$ cat src/rtl/rstgen_pkg.sv
package rstgen_pkg;
  localparam int unsigned NUM_CAUSE = 6;
  localparam int unsigned C_POR = 0;
  localparam int unsigned C_PIN = 1;
  localparam int unsigned C_WWD = 2;
  localparam int unsigned C_IWD = 3;
  localparam int unsigned C_SW  = 4;
  localparam int unsigned C_LPM = 5;

  localparam int unsigned NUM_DOM = 4;
  localparam int unsigned D_CORE = 0;
  localparam int unsigned D_SYS  = 1;
  localparam int unsigned D_BKP  = 2;
  localparam int unsigned D_DBG  = 3;

  localparam int unsigned NUM_SYNC = 3;
  localparam int unsigned S_POR = 0;
  localparam int unsigned S_PIN = 1;
  localparam int unsigned S_BKP = 2;

  typedef logic [NUM_CAUSE-1:0] cause_t;

  // value of the flag register right after power-on
  function automatic cause_t flags_after_por();
    cause_t v;
    v = '0;
    v[C_POR] = 1'b1;
    return v;
  endfunction

  // sticky update: clear first, causes of the same cycle win
  function automatic cause_t flags_merge(cause_t cur, cause_t ev, logic clr);
    cause_t base;
    base = clr ? cause_t'(0) : cur;
    return base | ev;
  endfunction
endpackage

$ cat src/rtl/rstgen_sync.sv
module rstgen_sync #(
  parameter int unsigned STAGES = 2
) (
  input  logic clk,
  input  logic arst_n,
  output logic out_n
);
  logic [STAGES-1:0] chain_q;

  // assertion is asynchronous, release ripples through the chain
  always_ff @(posedge clk or negedge arst_n) begin
    if (!arst_n) chain_q <= '0;
    else         chain_q <= {chain_q[STAGES-2:0], 1'b1};
  end

  assign out_n = chain_q[STAGES-1];
endmodule

$ cat src/rtl/rstgen_stretch.sv
module rstgen_stretch #(
  parameter int unsigned LEN = 16
) (
  input  logic clk,
  input  logic arst_n,
  input  logic trig,
  output logic rst_n_o
);
  localparam int unsigned CW = $clog2(LEN + 1);
  localparam logic [CW-1:0] LOAD = CW'(LEN);

  logic [CW-1:0] cnt_q;
  logic [CW-1:0] cnt_d;

  function automatic logic [CW-1:0] next_count(logic [CW-1:0] cur, logic hit);
    if (hit)      return LOAD;
    if (cur != 0) return cur - CW'(1);
    return cur;
  endfunction

  always_comb cnt_d = next_count(cnt_q, trig);

  always_ff @(posedge clk or negedge arst_n) begin
    if (!arst_n) begin
      cnt_q   <= LOAD;
      rst_n_o <= 1'b0;
    end else begin
      cnt_q   <= cnt_d;
      rst_n_o <= (cnt_d == 0);
    end
  end

  // a trigger always leaves the output asserted on the next cycle
  p_trig_holds_r7: assert property (@(posedge clk) disable iff (!arst_n)
    trig |=> !rst_n_o);
  // release only follows a cycle without a trigger
  p_release_quiet_r7: assert property (@(posedge clk) disable iff (!arst_n)
    $rose(rst_n_o) |-> $past(!trig));
endmodule

$ cat src/rtl/rstgen_swdelay.sv
module rstgen_swdelay #(
  parameter int unsigned DELAY = 4
) (
  input  logic clk,
  input  logic arst_n,
  input  logic req,
  output logic fire
);
  generate
    if (DELAY == 0) begin : g_direct
      logic unused_inputs;
      assign unused_inputs = clk ^ arst_n;
      assign fire = req;
    end else begin : g_timed
      localparam int unsigned CW = (DELAY > 1) ? $clog2(DELAY) : 1;
      logic          pending_q;
      logic [CW-1:0] cnt_q;
      logic [7:0]    chk_age_q;

      always_ff @(posedge clk or negedge arst_n) begin
        if (!arst_n) begin
          pending_q <= 1'b0;
          cnt_q     <= '0;
        end else if (pending_q) begin
          if (cnt_q == 0) pending_q <= 1'b0;
          else            cnt_q     <= cnt_q - CW'(1);
        end else if (req) begin
          pending_q <= 1'b1;
          cnt_q     <= CW'(DELAY - 1);
        end
      end

      assign fire = pending_q && (cnt_q == 0);

      // checker-side age counter, independent of the down counter
      always_ff @(posedge clk or negedge arst_n) begin
        if (!arst_n)                chk_age_q <= '0;
        else if (!pending_q && req) chk_age_q <= 8'd1;
        else if (pending_q)         chk_age_q <= chk_age_q + 8'd1;
      end

      // fire comes exactly DELAY edges after acceptance
      p_delay_exact_r4: assert property (@(posedge clk) disable iff (!arst_n)
        fire |-> (chk_age_q == 8'(DELAY)));
      // a request while waiting does not restart the wait
      p_no_restart_r5: assert property (@(posedge clk) disable iff (!arst_n)
        (pending_q && (cnt_q != 0) && req) |=> (chk_age_q != 8'd1));
    end
  endgenerate
endmodule

$ cat src/rtl/rstgen_flags.sv
module rstgen_flags
  import rstgen_pkg::*;
(
  input  logic   clk,
  input  logic   arst_n,
  input  cause_t ev,
  input  logic   clr,
  output cause_t flags_o
);
  always_ff @(posedge clk or negedge arst_n) begin
    if (!arst_n) flags_o <= flags_after_por();
    else         flags_o <= flags_merge(flags_o, ev, clr);
  end

  // a firing cause is recorded on the next cycle
  p_cause_set_r8: assert property (@(posedge clk) disable iff (!arst_n)
    (ev != '0) |=> ((flags_o & $past(ev)) == $past(ev)));
  // with no cause and no clear the flags hold
  p_flags_hold_r8: assert property (@(posedge clk) disable iff (!arst_n)
    (!clr && ev == '0) |=> $stable(flags_o));
  // a clear with no cause empties the register
  p_clear_all_r9: assert property (@(posedge clk) disable iff (!arst_n)
    (clr && ev == '0) |=> (flags_o == '0));
endmodule

$ cat src/rtl/rstgen.sv
module rstgen
  import rstgen_pkg::*;
#(
  parameter int unsigned STRETCH_LEN = 16,
  parameter int unsigned SW_DELAY    = 4,
  parameter int unsigned SYNC_STAGES = 2
) (
  input  logic       clk,
  input  logic       por_n,
  input  logic       ext_rst_n,
  input  logic       bkp_pwr_ok,
  input  logic       wwdg_expired,
  input  logic       iwdg_expired,
  input  logic       lpm_rst_req,
  input  logic       sw_sys_req,
  input  logic       sw_core_req,
  input  logic       cfg_we,
  input  logic [1:0] cfg_wdata,
  output logic       core_rst_n,
  output logic       sys_rst_n,
  output logic       bkp_rst_n,
  output logic       dbg_rst_n,
  output logic [5:0] cause_flags
);
  localparam int unsigned WB_CLEAR  = 0;
  localparam int unsigned WB_BACKUP = 1;

  // synchronised reset sources
  logic [NUM_SYNC-1:0] sync_arst_n;
  logic [NUM_SYNC-1:0] sync_out_n;
  logic por_s_n, pin_s_n, bkp_s_n;

  assign sync_arst_n[S_POR] = por_n;
  assign sync_arst_n[S_PIN] = ext_rst_n & por_n;
  assign sync_arst_n[S_BKP] = bkp_pwr_ok;

  for (genvar g = 0; g < NUM_SYNC; g++) begin : g_sync
    rstgen_sync #(.STAGES(SYNC_STAGES)) u_sync (
      .clk    (clk),
      .arst_n (sync_arst_n[g]),
      .out_n  (sync_out_n[g])
    );
  end

  assign por_s_n = sync_out_n[S_POR];
  assign pin_s_n = sync_out_n[S_PIN];
  assign bkp_s_n = sync_out_n[S_BKP];

  // delayed software requests
  logic sw_sys_fire, sw_core_fire;

  rstgen_swdelay #(.DELAY(SW_DELAY)) u_sw_sys (
    .clk (clk), .arst_n (por_s_n), .req (sw_sys_req), .fire (sw_sys_fire)
  );
  rstgen_swdelay #(.DELAY(SW_DELAY)) u_sw_core (
    .clk (clk), .arst_n (por_s_n), .req (sw_core_req), .fire (sw_core_fire)
  );

  // named internal events
  cause_t cause_ev;
  logic   sys_any;
  logic   flag_clr;
  logic   bkp_wr;

  always_comb begin
    cause_ev        = '0;
    cause_ev[C_PIN] = !pin_s_n;
    cause_ev[C_WWD] = wwdg_expired;
    cause_ev[C_IWD] = iwdg_expired;
    cause_ev[C_SW]  = sw_sys_fire;
    cause_ev[C_LPM] = lpm_rst_req;
  end

  assign sys_any  = |cause_ev;
  assign flag_clr = cfg_we & cfg_wdata[WB_CLEAR];
  assign bkp_wr   = cfg_we & cfg_wdata[WB_BACKUP];

  // per-domain triggers and asynchronous sources
  logic [NUM_DOM-1:0] dom_trig;
  logic [NUM_DOM-1:0] dom_arst_n;
  logic [NUM_DOM-1:0] dom_rst_n;

  always_comb begin
    dom_trig           = '0;
    dom_trig[D_CORE]   = sys_any | sw_core_fire;
    dom_trig[D_SYS]    = sys_any;
    dom_trig[D_BKP]    = bkp_wr;
    dom_trig[D_DBG]    = 1'b0;
    dom_arst_n         = '0;
    dom_arst_n[D_CORE] = por_s_n;
    dom_arst_n[D_SYS]  = por_s_n;
    dom_arst_n[D_BKP]  = bkp_s_n;
    dom_arst_n[D_DBG]  = por_s_n;
  end

  for (genvar d = 0; d < NUM_DOM; d++) begin : g_dom
    rstgen_stretch #(.LEN(STRETCH_LEN)) u_stretch (
      .clk     (clk),
      .arst_n  (dom_arst_n[d]),
      .trig    (dom_trig[d]),
      .rst_n_o (dom_rst_n[d])
    );
  end

  assign core_rst_n = dom_rst_n[D_CORE];
  assign sys_rst_n  = dom_rst_n[D_SYS];
  assign bkp_rst_n  = dom_rst_n[D_BKP];
  assign dbg_rst_n  = dom_rst_n[D_DBG];

  cause_t flags_q;

  rstgen_flags u_flags (
    .clk     (clk),
    .arst_n  (por_s_n),
    .ev      (cause_ev),
    .clr     (flag_clr),
    .flags_o (flags_q)
  );

  assign cause_flags = flags_q;

  // the core is always held while the system is held
  p_core_covers_sys_r6: assert property (@(posedge clk) disable iff (!por_s_n)
    !sys_rst_n |-> !core_rst_n);
  // debug reset never outlasts the system reset after power-on
  p_dbg_por_only_r12: assert property (@(posedge clk) disable iff (!por_s_n)
    !dbg_rst_n |-> !sys_rst_n);
  // a delayed software request reaches the system domain
  p_sw_reaches_sys_r4: assert property (@(posedge clk) disable iff (!por_s_n)
    sw_sys_fire |=> !sys_rst_n);
  // a backup write alone does not disturb a running system
  p_bkp_isolated_r10: assert property (@(posedge clk) disable iff (!por_s_n)
    (bkp_wr && sys_rst_n && !sys_any) |=> sys_rst_n);
endmodule

$ cat config.mk
export PLATFORM = sky130hd
export DESIGN_NAME = rstgen
export DESIGN_NICKNAME = d
export VERILOG_FILES = /design/src/rtl/rstgen_pkg.sv /design/src/rtl/rstgen_sync.sv /design/src/rtl/rstgen_stretch.sv /design/src/rtl/rstgen_swdelay.sv /design/src/rtl/rstgen_flags.sv /design/src/rtl/rstgen.sv
export SDC_FILE = /design/constraint.sdc
export NUM_CORES = 1
export LEC_CHECK = 0
export ABC_AREA = 0
export BUFFER_PORTS_ARGS = -buffer_cell sky130_fd_sc_hd__buf_2
export CAP_MARGIN = 20
export CELL_PAD_IN_SITES_DETAIL_PLACEMENT = 2
export CELL_PAD_IN_SITES_GLOBAL_PLACEMENT = 2
export CORE_UTILIZATION = 39
export CTS_CLUSTER_DIAMETER = 60
export DETAILED_ROUTE_END_ITERATION = 10
export GPL_TIMING_DRIVEN = 0
export PLACE_DENSITY = 0.77
export SYNTH_ARGS = -nofsm -noshare
export SYNTH_HDL_FRONTEND = slang
export SYNTH_HIERARCHICAL = 1
export SYNTH_SLANG_ARGS = --single-unit
$ cat constraint.sdc
create_clock -name clk -period 1.2 [get_ports clk]
set_input_delay 0 -clock clk [delete_from_list [all_inputs] [get_ports clk]]
set_output_delay 0 -clock clk [all_outputs]
set_load 0.01 [all_outputs]
==> run summary, run 1 <==
The count of port buffers added during placement was 21. The run gives 26 as the number of cell rows. The number of antenna violations at the first check in global routing came out at 0. The tools report the placed cell area as 2500 um2.

Yosys mapped a number of flops with a built-in enable equal to 0. 22 I/O pins were placed. The flow stopped in global routing (5_1_grt).

The floorplan step set the die width to 76.4 um. Yosys printed 6 warnings. The HPWL after detailed placement is 3610 um. The run gives 2 as the H-tree level count. Sequential elements use 49.0% of the synthesized area.

The fraction of registers with async set/reset came out at 100%. The cell area that synthesis handed to floorplanning was 2160 um2. In this run, synthesis produced a sequential element count of 42. The kind of pin the worst path terminates on was a register data pin. The flow did not finish. Entering global routing, the biggest net connects 23 pins. The tools report the weighted congestion reported at the end of routability-driven placement as 0.814.

The per-instance average area after synthesis is 12.1 um2, and the clock sink count is 42. Die height: 76.4 um. The root buffer cell chosen for the clock tree is sky130_fd_sc_hd__clkbuf_8.

Buffers inserted during clock tree synthesis total 5. The tool reported: "[ERROR DPL-0033] detailed placement checks failed during check placement". The global-route repair_timing pass left the worst setup endpoint at g_dom[0].u_stretch/cnt_q[1]$_DFF_PN0_/D. The number of different library cells used by synthesis comes to 33. The effective utilization at floorplan is 41.5%. The most used flip-flop cell after synthesis was sky130_fd_sc_hd__dfrtp_1.

The buffer levels on the longest clock path was 2; the count of mapped cells out of synthesis was 178.
==> logic make-up after synthesis <==
kind of cell | after synthesis | synth area share [%]
compound gates | 36 | 17.5
other cells | 4 | 0.695
flops | 42 | 49.0
simple gates | 68 | 23.2
buf+inv | 18 | 4.52
xor+xnor | 4 | 1.62
fa+ha+maj | 6 | 3.48
==> per-stage QoR <==
stage	TNS (ns)	util [%]	instances	hold slack [ns]	setup WS, ns
CTS	-6.27	58.9	323	-0.0740	-0.418
floorplan	-3.19	-	184	-0.296	-0.299
detailed placement	-7.50	48.1	276	-0.215	-0.531
global placement	-9.93	47.5	275	-0.215	-0.483
==> Yosys cell counts (3+ instances only) <==
library cell / n / area share (%)
sky130_fd_sc_hd__conb_1: 4 / 0.70
sky130_fd_sc_hd__a21oi_2: 4 / 1.6
sky130_fd_sc_hd__dfstp_2: 5 / 6.1
sky130_fd_sc_hd__o31ai_4: 4 / 3.9
sky130_fd_sc_hd__a2111oi_2: 4 / 2.8
sky130_fd_sc_hd__or3b_2: 4 / 1.6
sky130_fd_sc_hd__inv_1: 13 / 2.3
sky130_fd_sc_hd__and2_1: 3 / 0.87
sky130_fd_sc_hd__or4_1: 4 / 1.4
sky130_fd_sc_hd__nand4_1: 4 / 1.2
sky130_fd_sc_hd__buf_6: 4 / 2.1
sky130_fd_sc_hd__a21boi_0: 4 / 1.4
sky130_fd_sc_hd__nor2_1: 12 / 2.1
sky130_fd_sc_hd__and3_1: 4 / 1.2
sky130_fd_sc_hd__nor3_1: 12 / 2.8
sky130_fd_sc_hd__dfrtp_1: 37 / 43
sky130_fd_sc_hd__nor4b_1: 4 / 1.6
sky130_fd_sc_hd__ha_1: 6 / 3.5
sky130_fd_sc_hd__or4b_1: 4 / 1.9
sky130_fd_sc_hd__xnor2_1: 4 / 1.6
sky130_fd_sc_hd__nor3b_1: 4 / 1.4
sky130_fd_sc_hd__a21o_1: 10 / 3.5
sky130_fd_sc_hd__nor4b_4: 4 / 4.4
sky130_fd_sc_hd__nand2_1: 3 / 0.52
sky130_fd_sc_hd__a211oi_2: 4 / 2.3
==> repair_timing <==
action	4_1_cts
endpoints found under the hold margin	10
buffers inserted	33
hold buffers	6
resized for setup	37
pin swaps	11
cloned	0
setup endpoints to repair	26
==> run 2: changes to the inputs <==
--- a/config.mk
+++ b/config.mk
@@ -8,13 +8,10 @@
 export ABC_AREA = 0
 export BUFFER_PORTS_ARGS = -buffer_cell sky130_fd_sc_hd__buf_2
 export CAP_MARGIN = 20
-export CELL_PAD_IN_SITES_DETAIL_PLACEMENT = 2
-export CELL_PAD_IN_SITES_GLOBAL_PLACEMENT = 2
-export CORE_UTILIZATION = 39
-export CTS_CLUSTER_DIAMETER = 60
+export CORE_UTILIZATION = 40
 export DETAILED_ROUTE_END_ITERATION = 10
 export GPL_TIMING_DRIVEN = 0
-export PLACE_DENSITY = 0.77
+export PLACE_DENSITY_LB_ADDON = 0.15
 export SYNTH_ARGS = -nofsm -noshare
 export SYNTH_HDL_FRONTEND = slang
 export SYNTH_HIERARCHICAL = 1
==> run 2 against run 1 <==
  * The flow now finishes, with violations (setup timing)
  * Synthesized cell count unchanged
  * Area after synthesis unchanged
==> run summary, run 2 <==
Summing every instance area after synthesis gives 2160 um2. Combinational cells account for 47.1% of the total power. The tool flagged a number of max-cap violations equal to 0.

Power spread over the standard cell area amounts to 1980 nW/um2. The sequential share of the synthesized area came out at 49.0%. At the pin with the least slew margin, the transition time is 0.551 ns. The most used flip-flop cell after synthesis was sky130_fd_sc_hd__dfrtp_1.

The per-instance average area after synthesis works out to 12.1 um2. Summed over all nets, the switching power comes to 2.08 mW. The tools report the data arrival time of the critical path as 1.76 ns. The portion of synthesized area spent on multiplexers is 0%. Port buffering added 21 buffers. The flow ran to the end, but the final reports show violations. The final worst setup slack is -0.377 ns, and the total number of nets in the final design is 268. The logs give 5690 um2 for the full die area and 178 for the count of mapped cells out of synthesis. After synthesis, the cell types taking the most area are sky130_fd_sc_hd__dfrtp_1, sky130_fd_sc_hd__dfstp_2, sky130_fd_sc_hd__nor4b_4.

The most critical setup path has its endpoint at g_dom[0].u_stretch/rst_n_o$_DFF_PN0_. The synthesized design contains 42 register bits. After detailed routing, the number of vias per cell comes to 5.06. The utilization after layout was 59.0%. The tools report the buffer levels on the longest clock path as 2. 0 antenna diodes ended up in the layout. Static timing analysis puts the maximum clock frequency at 0.634 GHz.

In the synthesized netlist the async set-or-reset flop fraction comes to 100%. Yosys mapped a number of flops with a built-in enable equal to 0. The xor-xnor portion of the synthesized cell area was 1.62%. The largest registers in the layout are g_dom.u_stretch/cnt_q (20), g_sync.u_sync/chain_q (6), u_flags/flags_o (6). Row generation in the floorplan step produced 26 rows.

Summing over every cut layer, the via total after detailed routing is 1,624. The critical-path cell with the highest stage delay was sky130_fd_sc_hd__dfrtp_1. TritonCTS built the clock tree. The overall power of the completed layout came out at 6.02 mW. The number of placed instances, taps included, is 276. Setup violations remaining at the end of the flow were counted as 25. Once detailed placement completed, the half-perimeter wirelength came to 3010 um. For the max-slew violation count, the log shows 0. By area, the combinational part of the netlist is dominated by simple AND/OR/NAND/NOR gates. The H-tree was split into 2 levels.

The part of the power in registers was 35.3%. At the later pin of the worst-skew pair, clock insertion delay measures 0.29 ns. Pin placement for this block handled 22 I/O pins. The synthesized netlist devotes 23.2% of its cell area to simple gates. The final number of hold-violating endpoints is 0, and the number of flip-flops in the largest register is 20. The initial utilization of the core area, before any placement, comes to 42.0%. Most common cell in the netlist: sky130_fd_sc_hd__dfrtp_1. The die is 75.5 um wide. For flop-to-flop paths, the worst setup slack is -0.38 ns. The minimum clock period after layout came out at 1.58 ns. The remaining design rule violation count is 0, and the Yosys warning count is 6. The run gives 0 as the number of antenna violations at the first check in global routing.

g_dom.u_stretch/cnt_q holds more flip-flops than any other register. The critical path start-end classification was reg -> reg. In this design, the stage delay of the slowest critical-path cell is 0.45 ns. The first detailed-routing pass ran for 4 iterations. The commonest cells after synthesis are sky130_fd_sc_hd__dfrtp_1, sky130_fd_sc_hd__inv_1, sky130_fd_sc_hd__nor2_1, sky130_fd_sc_hd__nor3_1, sky130_fd_sc_hd__a21o_1. Worst reg2reg path endpoint: g_dom[0].u_stretch/rst_n_o$_DFF_PN0_. Entering global routing, the biggest net connects 21 pins. The worst hold slack was 0.00997 ns. STA classifies the critical path startpoint as a flip-flop. Dividing the final minimum period by the clock period gives 131%. In this run the clock root is driven by a sky130_fd_sc_hd__clkbuf_8. Peak fanout along the critical path: 7. Leaving out fill and tap cells, the most frequent cell in the layout is sky130_fd_sc_hd__dfrtp_1.

The internal cell power was 3.94 mW; the depth of the worst register-to-register path was 5. VDD sags by at most 0.00104 V. The CTS clock-pin slew for the worst setup and hold paths works out to 0.08 ns.

After global routing the overflow that remains totals 0. Number of clock buffers inserted by TritonCTS: 5. The tools report the endpoint kind of the worst setup timing path as a flip-flop.

The largest total area in the synthesized netlist belongs to sky130_fd_sc_hd__dfrtp_1. The sum of routed wire length over all layers is 4510 um, and the layout-stage area growth over the synthesis result is 40.5%. Walking the worst path, the cells encountered are inv_2 -> ha_4 -> nor4b_4 -> a21oi_2 -> a2111oi_2. Number of global-route vias before repair: 1,616. Excluding fillers, the count of instances in the completed layout stands at 321.

The global-route wire length before repair was 7500 um; the count of nets left with antenna violations after detail routing was 0. After detailed routing, the average wire length per cell comes to 14.0 um. Setup repair after global routing could not meet its margin everywhere. For this design, the sink count on the clock tree is 42.

After the first detailed-routing iteration, the DRC count stood at 66. After synthesis, the largest area contributor takes up 42.9% of total cell area. The leakage power is 1.33 nW. In this run the critical register-to-register path is launched from g_dom[0].u_stretch/cnt_q[1]$_DFF_PN0_. The logs give 63.3% for the worst slew margin relative to its limit and 17.7% for the overall global routing resource usage. The area share of fa/ha/maj cells after synthesis came out at 3.48%.

In this run the worst hold path is classified as in -> async. The launching element of the worst setup path was g_dom[0].u_stretch/cnt_q[1]$_DFF_PN0_. The required time at the endpoint of the critical path is 1.39 ns, and the die height is 75.5 um. The checks that failed: setup timing. The library cells used most frequently in the layout, excluding fill and tap cells, are sky130_fd_sc_hd__dfrtp_1, sky130_fd_sc_hd__buf_4, sky130_fd_sc_hd__buf_2. After floorplanning, the core was sized to cover 5140 um2.

In this run, the clock network consumes 17.6% of the power. Of the total power, the share spent switching nets is 34.5%. After synthesis, the netlist uses 33 different library cells.

The weighted congestion reported at the end of routability-driven placement is 0.853, and the share of post-route cells with drive strength above 1 is 55.8%. Post-synthesis compound-gate area fraction: 17.5%. For the largest clock skew in the final design, the log shows 0.00869 ns.
==> run 2: cell counts after synthesis <==
No cell type changed its count.
==> run 2: cells by family (layout without fill, tap and decap cells) <==
logic type                 count (synthesis)  after routing
and+or+nand+nor                           68             68
xor gates and xnor gates                   4              4
buffers and inverters                     18             85
other                                      4             10
DFF                                       42             42
AOI/OAI and AO/OA                         36             36
adders and majority gates                  6              6
==> run 2: how the worst min path moves through the flow <==
stage	endpoint	cells past startpoint	slack, ns	from
floorplan	g_sync[0].u_sync/chain_q[0]$_DFF_PN0_	0	-0.30	por_n
global placement	g_sync[2].u_sync/chain_q[0]$_DFF_PN0_	1	-0.21	bkp_pwr_ok
detailed placement	g_sync[2].u_sync/chain_q[1]$_DFF_PN0_	1	-0.21	bkp_pwr_ok
CTS	g_sync[2].u_sync/chain_q[0]$_DFF_PN0_	2	0.002	bkp_pwr_ok
global route	g_sync[2].u_sync/chain_q[0]$_DFF_PN0_	2	0.02	bkp_pwr_ok
finish	g_sync[2].u_sync/chain_q[0]$_DFF_PN0_	2	0.01	bkp_pwr_ok
==> run 2: power by group through the flow <==
stage          clock network (mW)  logic (mW)  registers [mW]
2_1_floorplan                   0        1.66            2.14
3_3_place_gp                    0        1.91            2.18
3_5_place_dp                    0        2.04            2.20
4_1_cts                      1.10        2.63            2.11
5_1_grt                      1.16        3.07            2.16
6_report                     1.06        2.84            2.12
==> run 2: through the flow <==
step	TNS [ns]	instance area, um2	setup WS [ns]
2_1_floorplan	-3.19	2280	-0.299
3_3_place_gp	-9.24	2470	-0.485
3_5_place_dp	-6.87	2500	-0.519
4_1_cts	-6.96	2960	-0.477
5_1_grt	-7.82	3030	-0.510
6_report	-5.75	3030	-0.377
==> run 2: what timing repair did <==
action                     4_1_cts  5_1_grt
gates resized for setup         22        7
setup endpoints to repair       26       28
setup buffers                   23        7
pin swaps                       17        8
hold buffers                     8        0
gates cloned                     0        0
hold endpoints to repair        11        0
==> run 2: routing by layer <==
layer  share of wire (%)  track usage, %  up-vias
met5                   0               0        -
met4                0.64            3.70        0
met3                 3.1            3.97        4
met2                  52            31.3       28
met1                  44            22.2      810
li1                    -               -      782
==> run 2: final cells by class <==
class,instances,area [um2]
buffer,4,45.0
multi-input combinational,124,1220
timing repair buffer,59,453
clock buffer,8,110
tap,70,87.6
inverter,14,52.6
fill,438,2110
sequential,42,1060
==> run 2: critical path, delay by kind of cell (launching register included) <==
family | cells | cell delay (ns)
compound gates | 2 | 0.47
flops | 1 | 0.45
fa+ha+maj | 1 | 0.17
buf+inv | 1 | 0.12
simple gates | 1 | 0.26
Power figures use the tool's default switching activity.
